==> src/rtl/hazard_stall_ctrl.sv <==
module hazard_stall_ctrl #(
  parameter int OP_W   = 5,
  parameter int RA_W   = 5,
  parameter int DATA_W = 16
) (
  input  logic              clk,
  input  logic              rst_n,
  input  logic              dec_valid,
  input  logic [OP_W-1:0]   dec_op,
  input  logic [RA_W-1:0]   dec_fa,
  input  logic [RA_W-1:0]   dec_fb,
  input  logic [RA_W-1:0]   dec_fc,
  input  logic              ex_valid,
  input  logic [OP_W-1:0]   ex_op,
  input  logic              ex_wr_en,
  input  logic [RA_W-1:0]   ex_dst,
  input  logic [DATA_W-1:0] ex_test,
  input  logic              mem_valid,
  input  logic              mem_wr_en,
  input  logic [RA_W-1:0]   mem_dst,
  output logic              ip_hold,
  output logic              dec_hold,
  output logic              bubble,
  output logic              flush
);

  localparam logic [OP_W-1:0] OP_ADD  = OP_W'(8'h01);
  localparam logic [OP_W-1:0] OP_DIV  = OP_W'(8'h04);
  localparam logic [OP_W-1:0] OP_COPY = OP_W'(8'h05);
  localparam logic [OP_W-1:0] OP_IMM  = OP_W'(8'h06);
  localparam logic [OP_W-1:0] OP_MWR  = OP_W'(8'h07);
  localparam logic [OP_W-1:0] OP_MRD  = OP_W'(8'h08);
  localparam logic [OP_W-1:0] OP_CMPL = OP_W'(8'h09);
  localparam logic [OP_W-1:0] OP_CMPH = OP_W'(8'h0D);
  localparam logic [OP_W-1:0] OP_JMP  = OP_W'(8'h0E);
  localparam logic [OP_W-1:0] OP_JZ   = OP_W'(8'h0F);
  localparam logic [OP_W-1:0] OP_JREG = OP_W'(8'h10);

  logic use_a, use_b, use_c;

  always_comb begin
    use_a = 1'b0;
    use_b = 1'b0;
    use_c = 1'b0;
    if ((dec_op >= OP_ADD && dec_op <= OP_DIV) ||
        (dec_op >= OP_CMPL && dec_op <= OP_CMPH)) begin
      use_b = 1'b1;
      use_c = 1'b1;
    end else begin
      case (dec_op)
        OP_COPY: use_b = 1'b1;
        OP_MWR:  begin use_a = 1'b1; use_c = 1'b1; end
        OP_MRD:  use_b = 1'b1;
        OP_JZ:   use_c = 1'b1;
        OP_JREG: use_a = 1'b1;
        default: ;
      endcase
    end
  end

  wire ex_live  = ex_valid  & ex_wr_en;
  wire mem_live = mem_valid & mem_wr_en;

  wire hit_a = use_a & ((ex_live & (ex_dst == dec_fa)) | (mem_live & (mem_dst == dec_fa)));
  wire hit_b = use_b & ((ex_live & (ex_dst == dec_fb)) | (mem_live & (mem_dst == dec_fb)));
  wire hit_c = use_c & ((ex_live & (ex_dst == dec_fc)) | (mem_live & (mem_dst == dec_fc)));

  wire raw = dec_valid & (hit_a | hit_b | hit_c);

  wire taken = ex_valid & ((ex_op == OP_JMP) | (ex_op == OP_JREG) |
                           ((ex_op == OP_JZ) & (ex_test == '0)));

  wire stall = raw & ~taken;

  assign flush    = taken;
  assign ip_hold  = stall;
  assign dec_hold = stall;
  assign bubble   = stall | taken;

  assert_flush_wins_R8: assert property (@(posedge clk) disable iff (!rst_n)
    flush |-> (!ip_hold && !dec_hold && bubble));

  assert_hold_needs_decode_R3: assert property (@(posedge clk) disable iff (!rst_n)
    ip_hold |-> (dec_valid && (ex_live || mem_live)));

  assert_imm_never_stalls_R5: assert property (@(posedge clk) disable iff (!rst_n)
    (dec_op == OP_IMM || dec_op == OP_JMP) |-> !dec_hold);

  assert_jump_flushes_R6: assert property (@(posedge clk) disable iff (!rst_n)
    (ex_valid && (ex_op == OP_JMP || ex_op == OP_JREG)) |-> flush);

  assert_jz_nonzero_R7: assert property (@(posedge clk) disable iff (!rst_n)
    (ex_op == OP_JZ && ex_test != '0) |-> !flush);

  assert_mem_hit_stalls_R2: assert property (@(posedge clk) disable iff (!rst_n)
    (dec_valid && dec_op == OP_COPY && mem_valid && mem_wr_en &&
     mem_dst == dec_fb && !flush) |-> (ip_hold && bubble));

endmodule

==> config.mk <==
export PLATFORM = sky130hd
export DESIGN_NAME = hazard_stall_ctrl
export DESIGN_NICKNAME = d
export VERILOG_FILES = /design/src/rtl/hazard_stall_ctrl.sv
export SDC_FILE = /design/constraint.sdc
export NUM_CORES = 1
export LEC_CHECK = 0
export CORE_UTILIZATION = 25
export DETAILED_ROUTE_END_ITERATION = 8
export PLACE_DENSITY = 0.8
export SYNTH_ARGS = -nofsm -noshare
export SYNTH_HDL_FRONTEND = slang
export SYNTH_SLANG_ARGS = --single-unit
==> constraint.sdc <==
create_clock -name vclk -period 1.8
set_clock_uncertainty 0.1 [all_clocks]
set_input_delay 0.36 -clock vclk [all_inputs]
set_output_delay 0.36 -clock vclk [all_outputs]
set_load 0.03 [all_outputs]
==> flow_metrics.py <==
metrics = {
    "status": {
        "run_status": "finished with violations",
        "violations": "negative setup slack",
    },
    "synthesis": {
        "ys_types": 23,
        "synth_top_area_share_pct": 47.69,
        "yosysSeqAreaShare_pct": 0,
        "postSynthCellCount": 69,
        "synthTopCellsByArea": "xnor2_1 48%, nand4_1 8.5%, xor2_1 5.1%, nor4_1 4.9%, nand3_1 3.9%",
        "post_synth_instance_area_um2": 514.2,
        "synth.largest_area_cell": "xnor2_1",
        "synthesis.nets": 127,
        "synth.avg_cell_area_um2": 7.453,
        "synthesis.yosys.warnings": 0,
    },
    "route": {
        "drt-pass1-iter-count": 4,
        "dr_vias_cell": 5.116,
        "drt_first_iter_violations": 8,
        "routedWlPerCell_um": 17.14,
        "drt_wirelength_mm": 2.965,
        "vias": 885,
        "remaining_drc_errors": 0,
        "ant_nets": 0,
    },
    "pwr": {
        "p_leak_nw": 0.6868,
        "clockPowerShare_pct": 0,
        "irDropWorstVdd_uv": 133.0,
        "seqPwrFrac_pct": 0,
        "power.share.combinational_pct": 100.0,
        "design_power_total_mw": 0.3151,
        "pwrdens_nw_per_um2": 215.4,
        "p_sw_mw": 0.1286,
        "power.switching_fraction_pct": 40.81,
        "power_report.internal_total_mw": 0.1865,
    },
    "timing": {
        "final_period_minus_worst_setup_slack_ns": 2.221,
        "final_critical_path_setup_slack_ns": -0.4207,
        "setup_total_negative_slack_ns": -1.537,
        "max_slew_margin_pct": 82.21,
        "setup-violations-final": 4,
        "grt_setup_unrepaired": "yes",
        "final_min_period_over_clock_period_pct": 123.4,
        "timing_hold_violations_final": 0,
        "max_freq_ghz": 0.4503,
        "timing.final.max_slew_violations": 0,
        "max_slew.worst_pin.slew_ns": 0.2668,
    },
    "worst_setup_path": {
        "timing.critical_path.arrival_ns": 1.76,
        "critPathCaptureType": "output port",
        "crit_path_top_delay_cell": "clkdlybuf4s50_1",
        "critical_path.top_delay_family": "simple AND/OR/NAND/NOR gates",
        "critPathKind": "input pin to output port",
        "timing.critical_path.buf_inv": 2,
        "crit_required_ns": 1.34,
        "crit_chain": "clkdlybuf4s50_1 > nor4_2 > nand4_1 > a21oi_4 > nand2b_4 > buf_6",
        "cp_max_fo": 3,
        "critPathLaunchType": "input pin",
        "critPathMaxStageDelay_ns": 0.44,
    },
    "flow_run": {
        "number_of_max_cap_violations": 0,
    },
    "global_route": {
        "grt_usage_pct": 22.14,
        "grt_max_degree": 6,
        "gr-total-overflow": 0,
        "grt_pass1_wl_mm": 3.539,
        "number_of_global_route_vias_before_repair": 870,
        "grt_antenna_before_repair": 0,
    },
    "cells_and_area": {
        "n_sequential_cell": 0,
        "finalNonFillerCells": 173,
        "layout-area-overhead-vs-synth_pct": 184.4,
        "clock_buffer_count": 0,
        "n_antenna_cell": 0,
        "fin_nets": 206,
        "final-seq-area_um2": 0,
        "final_layout_size_suffix_gt1_share_pct": 59.59,
    },
    "place": {
        "global_placer_s_final_weighted_congestion": 0.8423,
        "dpl.cell_count": 171,
        "pre_cts_ws_ns": -0.7282,
        "placement.io_buffers": 60,
        "dp.final_hpwl_mm": 2.025,
    },
    "floorplan": {
        "die-area_um2": 2243,
        "core_region_area_um2": 1942,
        "die_height_um": 47.36,
        "initial_standard_cell_utilization_of_the_core_pct": 26.48,
        "std_cell_rows": 16,
        "die-width_um": 47.36,
        "io_pins": 62,
    },
    "min_path": {
        "min_to": "flush",
        "worst_hold_path_type": "input pin to output port",
        "hold_start": "ex_op[0]",
        "hold-path-cell-count": 5,
    },
    "cts": {
        "cts_hold_buffers": 0,
    },
}
==> cell type report <==
type / instances / area (µm²)
multi-input cells: 67 / 743.2
repair buffers: 78 / 681.9
fillers: 132 / 479.2
well taps: 27 / 33.78
inverters: 1 / 3.754
==> timing repair <==
item | in CTS | in global routing
pin swaps | 33 | 24
setup endpoints to repair | 4 | 4
resized for setup | 157 | 44
hold endpoints to repair | 0 | 0
setup buffers | 1 | 1
==> placed cells by master (no fill, tap or decap) <==
| master | synthesis | final |
|---|---|---|
| buf_6 | 0 | 19 |
| xnor2_2 | 0 | 17 |
| buf_2 | 0 | 16 |
| dlygate4sd2_1 | 0 | 15 |
| xnor2_1 | 28 | 11 |
| buf_4 | 1 | 11 |
| nand4_1 | 7 | 7 |
| dlymetal6s2s_1 | 0 | 7 |
| nor4_2 | 0 | 4 |
| clkbuf_2 | 0 | 4 |
| nand3_1 | 4 | 3 |
| clkdlybuf4s50_1 | 0 | 3 |
| nand2_2 | 0 | 2 |
| xor2_2 | 0 | 2 |
| o32ai_2 | 0 | 2 |
| nor2_1 | 3 | 2 |
| or4b_4 | 0 | 1 |
| nand4b_1 | 1 | 1 |
| o21ai_2 | 0 | 1 |
| a21oi_4 | 0 | 1 |
| nand3_2 | 0 | 1 |
| xor2_1 | 3 | 1 |
| nand2b_1 | 2 | 1 |
| a311oi_1 | 1 | 1 |
| nor3_4 | 0 | 1 |
| and4b_1 | 1 | 1 |
| a21oi_1 | 1 | 1 |
| nor3b_1 | 1 | 1 |
| inv_1 | 1 | 1 |
| a221oi_2 | 0 | 1 |
| o22ai_1 | 1 | 1 |
| a222oi_1 | 1 | 1 |
| nor2_4 | 0 | 1 |
| nand2b_4 | 0 | 1 |
| buf_8 | 0 | 1 |
| clkdlybuf4s15_2 | 0 | 1 |
| clkdlybuf4s15_1 | 0 | 1 |
==> worst max-delay path by stage <==
stage                start       end  slack (ns)  depth (start not counted)
2_1_floorplan     ex_op[2]   ip_hold       -0.30                          6
3_3_place_gp    mem_dst[0]  dec_hold       -0.67                          8
3_5_place_dp      ex_op[2]    bubble       -0.73                          7
4_1_cts           ex_op[3]    bubble       -0.36                          7
5_1_grt        ex_test[11]    bubble       -0.46                          6
6_report       ex_test[11]    bubble       -0.42                          6
==> per-layer routing <==
layer | track usage (%) | part of all wire (%) | routed length (µm)
met3 | 5.385 | 12 | 352
met1 | 19.63 | 30 | 884
met5 | 0 | 0 | 0
met2 | 47.95 | 55 | 1635
met4 | 4.571 | 3.1 | 93
==> power by group through the flow <==
stage          combinational, mW  clock (mW)  sequential (mW)
2_1_floorplan             0.0831           0                0
3_3_place_gp               0.268           0                0
3_5_place_dp               0.273           0                0
4_1_cts                    0.283           0                0
5_1_grt                    0.333           0                0
6_report                   0.315           0                0
==> cells by family (layout without fill, tap and decap cells) <==
group / after synthesis / after routing / share of synthesized area, %
AND/OR/NAND/NOR: 27 / 27 / 31.39
AO/OA/AOI/OAI: 9 / 9 / 13.63
buffers and inverters: 2 / 79 / 2.190
XOR/XNOR: 31 / 31 / 52.80
==> per-stage QoR <==
| step | utilization, % | area (µm²) | hold slack [ns] |
|---|---|---|---|
| 6_report | 75.32 | 1463 | 1.166 |
| 5_1_grt | 75.32 | 1463 | 1.171 |
| 4_1_cts | 70.62 | 1371 | 1.162 |
| 3_5_place_dp | 65.34 | 1269 | 1.577 |
| 3_3_place_gp | 65.34 | 1269 | 1.528 |
| 2_1_floorplan | - | 535.5 | 0.6990 |
==> cells in the mapped netlist (2+ instances only) <==
cell,n
xnor2_1,28
nand4_1,7
nand3_1,4
nor4_1,4
nor2_1,3
xor2_1,3
nand2_1,2
nand2b_1,2
o32ai_1,2
==> worst min-delay path: stages <==
cell	delay [ns]
buf_2	0.10
buf_4	0.12
a21oi_4	0.07
buf_4	0.13
buf_6	0.13
No activity file was read; power rests on OpenSTA's default activity.
